### src/rtl/irq_pkg.sv
package irq_pkg;
    localparam int REG_W = 8;

    // Control register, MSB first: the bit order is fixed by software decode.
    typedef struct packed {
        logic gie;
        logic peie;
        logic tick_en;
        logic ext_en;
        logic pin_en;
        logic tick_fl;
        logic ext_fl;
        logic pin_fl;
    } ctl_t;
endpackage

### src/rtl/irq_flag_reg.sv
module irq_flag_reg #(
    parameter int         W     = 8,
    parameter logic [W-1:0] IMPL  = '1,
    parameter logic [W-1:0] LEVEL = '0
) (
    input  logic         clk,
    input  logic         rst_n,
    input  logic [W-1:0] evt_i,
    input  logic [W-1:0] lvl_i,
    input  logic         we_i,
    input  logic [W-1:0] wdata_i,
    output logic [W-1:0] flags_o
);
    localparam logic [W-1:0] STICKY = IMPL & ~LEVEL;
    localparam logic [W-1:0] LVLIMP = IMPL & LEVEL;

    logic [W-1:0] flag_d, flag_q;

    always_comb begin
        flag_d = flag_q;
        if (we_i) flag_d = wdata_i;
        // an event in the same cycle as a clear keeps the flag set
        flag_d = (flag_d | evt_i) & STICKY;
    end

    always_ff @(posedge clk or negedge rst_n) begin
        if (!rst_n) flag_q <= '0;
        else        flag_q <= flag_d;
    end

    assign flags_o = flag_q | (lvl_i & LVLIMP);
endmodule

### src/rtl/irq_pin_watch.sv
module irq_pin_watch #(
    parameter int PIN_W = 4
) (
    input  logic             clk,
    input  logic             rst_n,
    input  logic [PIN_W-1:0] pins_i,
    input  logic             port_rd_i,
    output logic             mismatch_o
);
    logic [PIN_W-1:0] snap_d, snap_q;

    always_comb begin
        snap_d = snap_q;
        if (port_rd_i) snap_d = pins_i;
    end

    always_ff @(posedge clk or negedge rst_n) begin
        if (!rst_n) snap_q <= '0;
        else        snap_q <= snap_d;
    end

    assign mismatch_o = |(pins_i ^ snap_q);
endmodule

### src/rtl/irq_aggregator.sv
module irq_aggregator
    import irq_pkg::*;
#(
    parameter int               PIN_W      = 4,
    parameter logic [REG_W-1:0] PERIPH_LVL = 8'h30,
    parameter logic [REG_W-1:0] AUX_IMPL   = 8'h59
) (
    input  logic             clk,
    input  logic             rst_n,
    input  logic             tick_evt_i,
    input  logic             ext_evt_i,
    input  logic [PIN_W-1:0] pins_i,
    input  logic             port_rd_i,
    input  logic [REG_W-1:0] periph_evt_i,
    input  logic [REG_W-1:0] periph_lvl_i,
    input  logic [REG_W-1:0] aux_evt_i,
    input  logic             ack_i,
    input  logic             reti_i,
    input  logic             ctl_we_i,
    input  logic [REG_W-1:0] ctl_wdata_i,
    input  logic             pflag_we_i,
    input  logic [REG_W-1:0] pflag_wdata_i,
    input  logic             pen_we_i,
    input  logic [REG_W-1:0] pen_wdata_i,
    input  logic             aflag_we_i,
    input  logic [REG_W-1:0] aflag_wdata_i,
    input  logic             aen_we_i,
    input  logic [REG_W-1:0] aen_wdata_i,
    output logic             irq_o,
    output logic [REG_W-1:0] ctl_rdata_o,
    output logic [REG_W-1:0] pflag_rdata_o,
    output logic [REG_W-1:0] pen_rdata_o,
    output logic [REG_W-1:0] aflag_rdata_o,
    output logic [REG_W-1:0] aen_rdata_o
);
    typedef struct packed {
        ctl_t             ctl;
        logic [REG_W-1:0] pen;
        logic [REG_W-1:0] aen;
    } state_t;

    state_t st_d, st_q;
    logic   pin_mismatch;
    logic [REG_W-1:0] pflags, aflags;
    logic   core_hit, per_hit;

    irq_pin_watch #(.PIN_W(PIN_W)) u_pins (
        .clk        (clk),
        .rst_n      (rst_n),
        .pins_i     (pins_i),
        .port_rd_i  (port_rd_i),
        .mismatch_o (pin_mismatch)
    );

    irq_flag_reg #(.W(REG_W), .IMPL('1), .LEVEL(PERIPH_LVL)) u_pflag (
        .clk     (clk),
        .rst_n   (rst_n),
        .evt_i   (periph_evt_i),
        .lvl_i   (periph_lvl_i),
        .we_i    (pflag_we_i),
        .wdata_i (pflag_wdata_i),
        .flags_o (pflags)
    );

    irq_flag_reg #(.W(REG_W), .IMPL(AUX_IMPL), .LEVEL('0)) u_aflag (
        .clk     (clk),
        .rst_n   (rst_n),
        .evt_i   (aux_evt_i),
        .lvl_i   ('0),
        .we_i    (aflag_we_i),
        .wdata_i (aflag_wdata_i),
        .flags_o (aflags)
    );

    always_comb begin
        st_d = st_q;
        if (ctl_we_i) st_d.ctl = ctl_t'(ctl_wdata_i);
        st_d.ctl.tick_fl = st_d.ctl.tick_fl | tick_evt_i;
        st_d.ctl.ext_fl  = st_d.ctl.ext_fl  | ext_evt_i;
        st_d.ctl.pin_fl  = st_d.ctl.pin_fl  | pin_mismatch;
        if (reti_i) st_d.ctl.gie = 1'b1;
        if (ack_i)  st_d.ctl.gie = 1'b0;
        if (pen_we_i) st_d.pen = pen_wdata_i;
        if (aen_we_i) st_d.aen = aen_wdata_i & AUX_IMPL;
    end

    always_ff @(posedge clk or negedge rst_n) begin
        if (!rst_n) st_q <= '0;
        else        st_q <= st_d;
    end

    assign core_hit = |({st_q.ctl.tick_en, st_q.ctl.ext_en, st_q.ctl.pin_en} &
                        {st_q.ctl.tick_fl, st_q.ctl.ext_fl, st_q.ctl.pin_fl});
    assign per_hit  = (|(pflags & st_q.pen)) | (|(aflags & st_q.aen));
    assign irq_o    = st_q.ctl.gie & (core_hit | (st_q.ctl.peie & per_hit));

    assign ctl_rdata_o   = st_q.ctl;
    assign pflag_rdata_o = pflags;
    assign pen_rdata_o   = st_q.pen;
    assign aflag_rdata_o = aflags;
    assign aen_rdata_o   = st_q.aen;
endmodule

### config.mk
export PLATFORM = sky130hd
export DESIGN_NAME = irq_aggregator
export DESIGN_NICKNAME = d
export VERILOG_FILES = /design/src/rtl/irq_pkg.sv /design/src/rtl/irq_flag_reg.sv /design/src/rtl/irq_pin_watch.sv /design/src/rtl/irq_aggregator.sv
export SDC_FILE = /design/constraint.sdc
export NUM_CORES = 1
export LEC_CHECK = 0
export BUFFER_PORTS_ARGS = -buffer_cell sky130_fd_sc_hd__buf_2
export CORE_MARGIN = 5
export CORE_UTILIZATION = 36
export CTS_BUF_LIST = sky130_fd_sc_hd__clkbuf_4 sky130_fd_sc_hd__clkbuf_8
export CTS_CLUSTER_SIZE = 28
export DETAILED_ROUTE_END_ITERATION = 10
export PLACE_DENSITY = 0.75
export SLEW_MARGIN = 25
export SYNTH_ARGS = -nofsm -noshare
export SYNTH_HDL_FRONTEND = slang
export SYNTH_SLANG_ARGS = --single-unit
### constraint.sdc
create_clock -name clk -period 1.05 [get_ports clk]
set_input_delay 0.1575 -clock clk [delete_from_list [all_inputs] [get_ports clk]]
set_output_delay 0.1575 -clock clk [all_outputs]
set_load 0.02 [all_outputs]
Word-level counts from Yosys, hierarchy flattened
Cells that the tools add are included.

Register bits after elaboration: 34. Latch bits: 0. RAM bits: 0. Bits in read-only memories: 0. Bits of input ports: 80. Output and inout bits: 41. Logic and storage cells: 37. Memories kept: 0.

Add/sub/neg operators: 0. Multiply operators: 0. Div/mod/pow operators: 0. Magnitude comparators: 0. Equal/unequal tests: 0. Shifts and indexed selects: 0. Mux-type cells: 5. Bitwise gates (word level): 14. Reduce and logical (&&, ||, !) cells: 5.

Operators with widths (number): $mux 8 (2); $reduce_or 8->1 (2); $and 8x8->8 (1); $or 8x6->8 (1); $or 8x8->8 (1); $and 7x7->7 (1); $mux 7 (1); $or 7x7->7 (1); $or 1x1->1 (5); $reduce_or 4->1 (1); $xor 4x4->4 (1); $and 3x3->3 (1); $reduce_bool 3->1 (1); $reduce_or 3->1 (1); $and 1x1->1 (2); $mux 1 (2).

Logic depth before layout (Yosys ltp)
Gate-level depths: netlist (run 1).

Word-level depth: 7. Mapped depth: 4. Depth with buffers taken out: 4.

Hierarchy
Synthesis (run 1) repeated with hierarchy kept, for this count alone.

Cell total of the unflattened synthesis: 115. Area, all modules: 1535.2 um^2.

Modules (own cells, without submodules): irq_aggregator (instances 1, cells an instance 64, area each 875.8 um^2, sequential area each 500.5 um^2); irq_flag_reg at u_pflag (instances 1, cells an instance 21, area each 279.0 um^2, sequential area each 150.1 um^2); irq_flag_reg at u_aflag (instances 1, cells an instance 17, area each 193.9 um^2, sequential area each 100.1 um^2); irq_pin_watch (instances 1, cells an instance 13, area each 186.4 um^2, sequential area each 100.1 um^2).

Least setup slack after synthesis (run 1)
No wires, ideal clock.

Path kind: reg2out. Start: register st_q (netlist bit pen_rdata_o[3]). End: output port irq_o. Arrival time: 1.102 ns. Data required time: 0.892 ns. Path slack: -0.210 ns. Stages on the path, launching flop included: 5. Buffers on the path: 0. Path through: dfrtp_1 a22oi_1 nand2_1 o31ai_1 a21boi_1.

Cells in the longest elaborated chain, start to end: 6.

Ends and longest elaborated chain: from (decl) (RTL line irq_aggregator.sv:42) `state_t st_d, st_q;`; from (signal assigned) (RTL line irq_aggregator.sv:89) `else st_q <= st_d;`; $and 8x8->8 (RTL line irq_aggregator.sv:94) `assign per_hit = (|(pflags & st_q.pen)) | (|(aflags & st_q.aen));`; $reduce_or 8->1 (RTL line irq_aggregator.sv:94); $or 1x1->1 (RTL line irq_aggregator.sv:94); $and 1x1->1 (RTL line irq_aggregator.sv:95) `assign irq_o = st_q.ctl.gie & (core_hit | (st_q.ctl.peie & per_hit));`; $or 1x1->1 (RTL line irq_aggregator.sv:95); $and 1x1->1 (RTL line irq_aggregator.sv:95); to (decl) (RTL line irq_aggregator.sv:29) `output logic irq_o,`.

No other way between the ends.

Final worst setup path (run 1)
Start: register u_pflag.flag_q[3]. End: output port irq_o.

Cells in the longest elaborated chain, start to end: 7.

Ends and longest elaborated chain: from (decl) (RTL line irq_flag_reg.sv:17) `logic [W-1:0] flag_d, flag_q;`; from (signal assigned) (RTL line irq_flag_reg.sv:28) `else flag_q <= flag_d;`; $or 8x6->8 (RTL line irq_flag_reg.sv:31) `assign flags_o = flag_q | (lvl_i & LVLIMP);`; $and 8x8->8 (RTL line irq_aggregator.sv:94); $reduce_or 8->1 (RTL line irq_aggregator.sv:94); $or 1x1->1 (RTL line irq_aggregator.sv:94); $and 1x1->1 (RTL line irq_aggregator.sv:95); $or 1x1->1 (RTL line irq_aggregator.sv:95); $and 1x1->1 (RTL line irq_aggregator.sv:95).

No other way between the ends.

==> metrics.txt, run 1 <==
die area between 0.005 and 0.006 sq mm; final hold vios 0; Levels on crit path 5; Core Rows 23; final number of setup-violating endpoints 21; total gr overflow 0; post-synthesis sequential area ratio between 50 and 60%; gpl congestion 0.7874; antenna cells 0; Startpoint Class flop; antenna violations before repair 0; Inst Count DP 269; Area after DPL between 0.002 and 0.0025 sq mm; CP max FO 3; synth-to-layout area growth 65.09%; CTS clk-pin slew, worst paths ~0.06 ns; pin count of the biggest net entering global routing 35; drt drc 0; Flop pwr share 41.7%; DRT iter0 DRCs 24; DP HPWL 3174 um; RSZ-0062 raised after global routing yes; Vias 1302; Largest delay share family, worst path compound AO/OA/AOI/OAI gates; pwr dens 1460 mW/mm^2; CP max-delay cell dfrtp_2; Mean Syn Cell Area 13.24 sq um; DR pass1 iterations 4; Die X 74.74 um; Worst Setup Path Type reg2out; Starting Density between 30% and 40%; Critical Path, Cell by Cell a22oi_2 -> nand2_1 -> o31ai_2 -> a21boi_2 -> buf_6; clk buf depth 2; CTS tree yes; final worst path period need 1.655 ns; Core Util, Final 61.83%; clk root buf clkbuf_8; WHS Path Cells 2; pre-CTS WS -0.3104 ns; clock skew 0.002569 ns; all-layer global routing usage about 15%; slowest cell delay on critical path 0.41 ns; htree depth 2; DR WL/cell 15.04 um; Max rail drop VDD 0.8766 mV; Design Area, Final between 0.002 and 0.0025 sq mm; CTS Buf Count 5; hold_ws roughly 0.014 ns; Lkg Pwr 1.195 nW; switching power between 0.9 and 1 mW; max_cap viols 0; vias per inst 4.683; Worst-Skew Late Latency around 0.28 ns; I/O Buffers 90; nets@finish about 310; share of cells above drive strength 1 62.72%; Post-Layout Cell Count 278; failing checks setup timing; R2R depth 3; vias in the first global route 1357; warnings from Yosys 0; Mapped Area 0.001509 sq mm; Crit. End Element primary output; Pint about 2.7 mW; Critical path buffers and inverters 1; FF+latch count, synth 34; status complete, but fails checks; CP required 0.89 ns; Clk network pwr share between 30% and 40%; worst setup margin -0.6053 ns; Synth cell types 21; switching share of power 26.25%; Comb pwr share 25.0%; first-pass GRT wire length 6244 um; core area 0.004029 sq mm; fin crit share 157.7%; Routed WL around 4200 um; Die H 74.74 um; Sink Count 34; Min-Delay Path Class in2reg; Ports approximately 120; CP arrival 1.50 ns; ANT nets after route 0; Slew Viols, Final 0; cells after synthesis roughly 110; fmax 604.1 MHz
[cells in the mapped netlist, drive strengths merged]
cell	n	share of area (%)
a211o	12	7.0
nand3	1	0.33
nor2b	13	5.4
buf	13	6.0
a211oi	1	0.50
mux2	20	15
xnor2	1	0.58
nand2	3	0.75
conb	1	0.25
mux2i	1	0.66
a21boi	1	0.50
o31ai	1	0.50
a222oi	1	0.66
dfrtp	34	56
xor2	3	1.7
a22oi	6	3.3
nor3	1	0.33
nor2	1	0.25
[logic make-up after synthesis]
kind of cell,Yosys count,share of synthesized area [%]
buffers and inverters,13,5.970
flip-flops,34,56.39
AO/OA/AOI/OAI,22,12.44
other,1,0.2485
XOR/XNOR,4,2.322
AND/OR/NAND/NOR,19,7.047
multiplexers,21,15.59
[state kept, by name (all words and copies together) (netlist names)]
signal,count
ctl_rdata_o,8
u_pflag.flag_q,6
aen_rdata_o,4
pen_rdata_o,8
u_pins.snap_q,4
u_aflag.flags_o,4
[worst register-to-register path, cell delays in order, from the launching register on]
cell and delay (ns):
dfrtp_1 0.41, buf_6 0.13, nor2b_1 0.12, a211o_1 0.26
[worst paths after layout]
check | startpoint | endpoint | slack (ns)
min in group asynchronous | rst_n | ctl_rdata_o[3]$_DFFE_PN0P_ | 0.35
worst min register to register | u_pins.snap_q[0]$_DFFE_PN0P_ | u_pins.snap_q[0]$_DFFE_PN0P_ | 0.53
worst max register to register | u_aflag.flags_o[4]$_DFF_PN0_ | u_aflag.flags_o[4]$_DFF_PN0_ | 0.02
max in group asynchronous | rst_n | pen_rdata_o[2]$_DFFE_PN0P_ | 0.50
worst min-delay path | ack_i | ctl_rdata_o[7]$_DFFE_PN0P_ | 0.01
worst max-delay path | u_pflag.flag_q[3]$_DFF_PN0_ | irq_o | -0.61
[power by group through the flow]
stage	Combinational [mW]	Clock [mW]	Sequential, mW
2_1_floorplan	0.265	0	1.65
3_3_place_gp	0.753	0	1.51
3_5_place_dp	0.761	0	1.52
4_1_cts	0.901	1.25	1.51
5_1_grt	0.978	1.29	1.53
6_report	0.909	1.21	1.52
[final cells by class]
| cell class | instances | area (sq um) |
|---|---|---|
| fill | 329 | 1538 |
| sequential | 34 | 859.6 |
| timing repair buffer | 112 | 837.1 |
| multi-input combinational | 74 | 618.1 |
| clock buffer | 7 | 83.83 |
| tap | 50 | 62.56 |
| clock inverter | 1 | 30.03 |
[stage by stage]
step | setup TNS, ns | power [mW]
global placement | -0.2698 | 2.268
global route | -1.941 | 3.798
CTS | -1.488 | 3.656
finish | -1.287 | 3.636
floorplan | -0.1809 | 1.910
detailed placement | -0.3104 | 2.284
[layer usage]
metal  share of wire (%)  vias up  track usage [%]
met2                  52       58            26.05
met5                   0        -                0
met1                  37      617            18.03
li1                    -      618                -
met4                 2.0        0            7.115
met3                 8.4        9            3.338
[placed cells by master, fill, tap and decap left out]
cell type and n:
buf_2 69, dlygate4sd3_1 1, dfrtp_1 27, bufinv_16 1
nand3_1 1, mux2_1 9, a222oi_1 1, a211oi_1 1
a21boi_2 1, mux2_2 11, nand2_1 3, clkbuf_4 2
xnor2_1 1, buf_6 41, buf_12 1, nor2_1 1
mux2i_1 1, clkbuf_8 5, xor2_1 3, a211o_1 12
o31ai_2 1, dfrtp_2 7, nor2b_1 13, nor3_2 1
conb_1 8, a22oi_1 3, a22oi_2 3
[timing repair]
item | CTS | global route
setup buffers | 6 | 4
hold endpoints to repair | 34 | 0
resized for setup | 60 | 9
pin swaps | 0 | 3
setup endpoints to repair | 21 | 22
hold buffers | 1 | 0
Note: power is estimated with default switching activity, not from simulation.
==> run 2: changes to the inputs <==
- CORE_ASPECT_RATIO: unset -> 1.25
- clock period: 1.05 -> 1.5 ns (I/O delays scaled with it)
==> run 2 against run 1 <==
  * The run still ends with setup timing left
  * Non-clock buffer count shrank 17
  * Final cell count shrank 4.3%
  * Register-to-register slack gained 0.45 ns
  * Utilization shrank 9.0 points
  * Critical path depth is the same
  * Sequential cell count is the same
  * Highest routed layer unchanged
==> metrics.txt, run 2 (same netlist as run 1, synthesis figures left out) <==
Sink Count 34; Reg area 850.8 sq um; fin crit share 111.1%; Lkg Pwr roughly 1.0 nW; max_cap viols 0; R2R depth 3; Min-Delay Path Class in2reg; worst setup margin -0.1663 ns; pwr dens roughly 1100 mW/mm^2; Starting Density a little under two fifths; Slew Viols, Final 0; Core Rows 26; synth-to-layout area growth 42.37%; vias in the first global route ~1300; DR WL/cell about 14 um; Die X 67.91 um; Ports 121; final hold vios 0; switching share of power 26.27%; core area roughly 0.0041 sq mm; die area 0.005594 sq mm; drt drc 0; Pint 1.743 mW; CP max FO 2; FILL cells 380; Worst-Skew Late Latency 0.27 ns; Worst Setup Path Type reg2out; clk root buf clkbuf_8; antenna cells 0; Core Util, Final a little over half; I/O Buffers 90; total gr overflow 0; CTS clk-pin slew, worst paths 0.07 ns; Crit. End Element primary output; all-layer global routing usage 13.76%; CP required roughly 1.3 ns; Startpoint Class flop; clk buf depth 2; most frequent cells in the layout buf_2, dfrtp_1, nor2b_1; nets@finish 290; Max rail drop VDD 0.7237 mV; DR pass1 iterations 4; WHS Path Cells 2; final number of setup-violating endpoints 1; final worst path period need 1.666 ns; pre-CTS WS 0.05833 ns; multi-input logic area 609.3 sq um; Flop pwr share 44.5%; first-pass GRT wire length between 5000 and 6000 um; Comb pwr share 19.8%; htree depth 2; CP arrival approximately 1.4 ns; CTS Buf Count 5; Vias 1242; clock skew 0.007370 ns; pin count of the biggest net entering global routing 19; switching power slightly above 0.6 mW; ANT nets after route 0; failing checks setup timing; fmax 600.1 MHz; Routed WL around 3700 um; CTS tree yes; gpl congestion 0.8213; Die H 82.39 um; antenna violations before repair 0; vias per inst between 4 and 5; Clk network pwr share ~36%; status complete, but fails checks; RSZ-0062 raised after global routing yes; DRT iter0 DRCs 50; share of cells above drive strength 1 a little under three fifths; commonest non-fill, non-tap cell in the layout buf_2; DP HPWL around 3000 um
run 2: power by group through the flow:
stage / logic (mW) / registers (mW) / clock network [mW]
after floorplan: 0.181 / 1.15 / 0
after global placement: 0.451 / 1.07 / 0
after detailed placement: 0.458 / 1.07 / 0
after CTS: 0.475 / 1.05 / 0.871
after global routing: 0.509 / 1.06 / 0.914
final: 0.468 / 1.05 / 0.843
run 2: final cells by class:
type	count	share of cell area, %
clock inverters	1	1.398
flip-flops and latches	34	39.60
multi-input cells	74	28.36
clock buffers	6	3.844
repair buffers	95	23.53
well taps	56	3.262
run 2: final timing paths:
kind                                             start                      endpoint  slack (ns)
hold / removal                                   ack_i    ctl_rdata_o[7]$_DFFE_PN0P_        0.09
max in group asynchronous                        rst_n  u_pins.snap_q[1]$_DFFE_PN0P_        0.65
setup / recovery           u_pflag.flag_q[1]$_DFF_PN0_                         irq_o       -0.17
hold reg to reg             pen_rdata_o[6]$_DFFE_PN0P_    pen_rdata_o[6]$_DFFE_PN0P_        0.51
min in group asynchronous                        rst_n   u_pflag.flag_q[3]$_DFF_PN0_        0.41
setup reg to reg           u_pflag.flag_q[1]$_DFF_PN0_   u_pflag.flag_q[1]$_DFF_PN0_        0.47
run 2: per-stage QoR:
stage	std cells	setup TNS, ns	instance area [sq um]	power [mW]	hold slack, ns
4_1_cts	266	-0.2120	2143	2.399	0.08370
3_5_place_dp	256	0	1993	1.527	0.1747
2_1_floorplan	121	0	1535	1.329	-0.07059
3_3_place_gp	256	0	1993	1.518	0.1731
5_1_grt	266	-0.2843	2148	2.487	0.08315
6_report	266	-0.1663	2148	2.364	0.09445
run 2: critical path, cell delays in order, from the launching register on:
cell and delay, ns:
dfrtp_1 0.40, a22oi_2 0.22, nand2_1 0.09, o31ai_2 0.21, a21boi_1 0.08, buf_4 0.17
run 2: timing repair:
item,4_1_cts,5_1_grt
setup buffers,2,0
gates resized for setup,3,1
endpoints found under the setup margin,1,1
endpoints found under the hold margin,16,0
hold buffers,1,0
pin swaps,1,5
run 2: metal layers:
layer	GRT usage (%)	wire, um	vias to the layer above
li1	-	-	582
met1	14.48	1376	594
met2	25.22	1930	60
met3	3.112	326	6
met4	6.958	62	0
met5	0	0	-
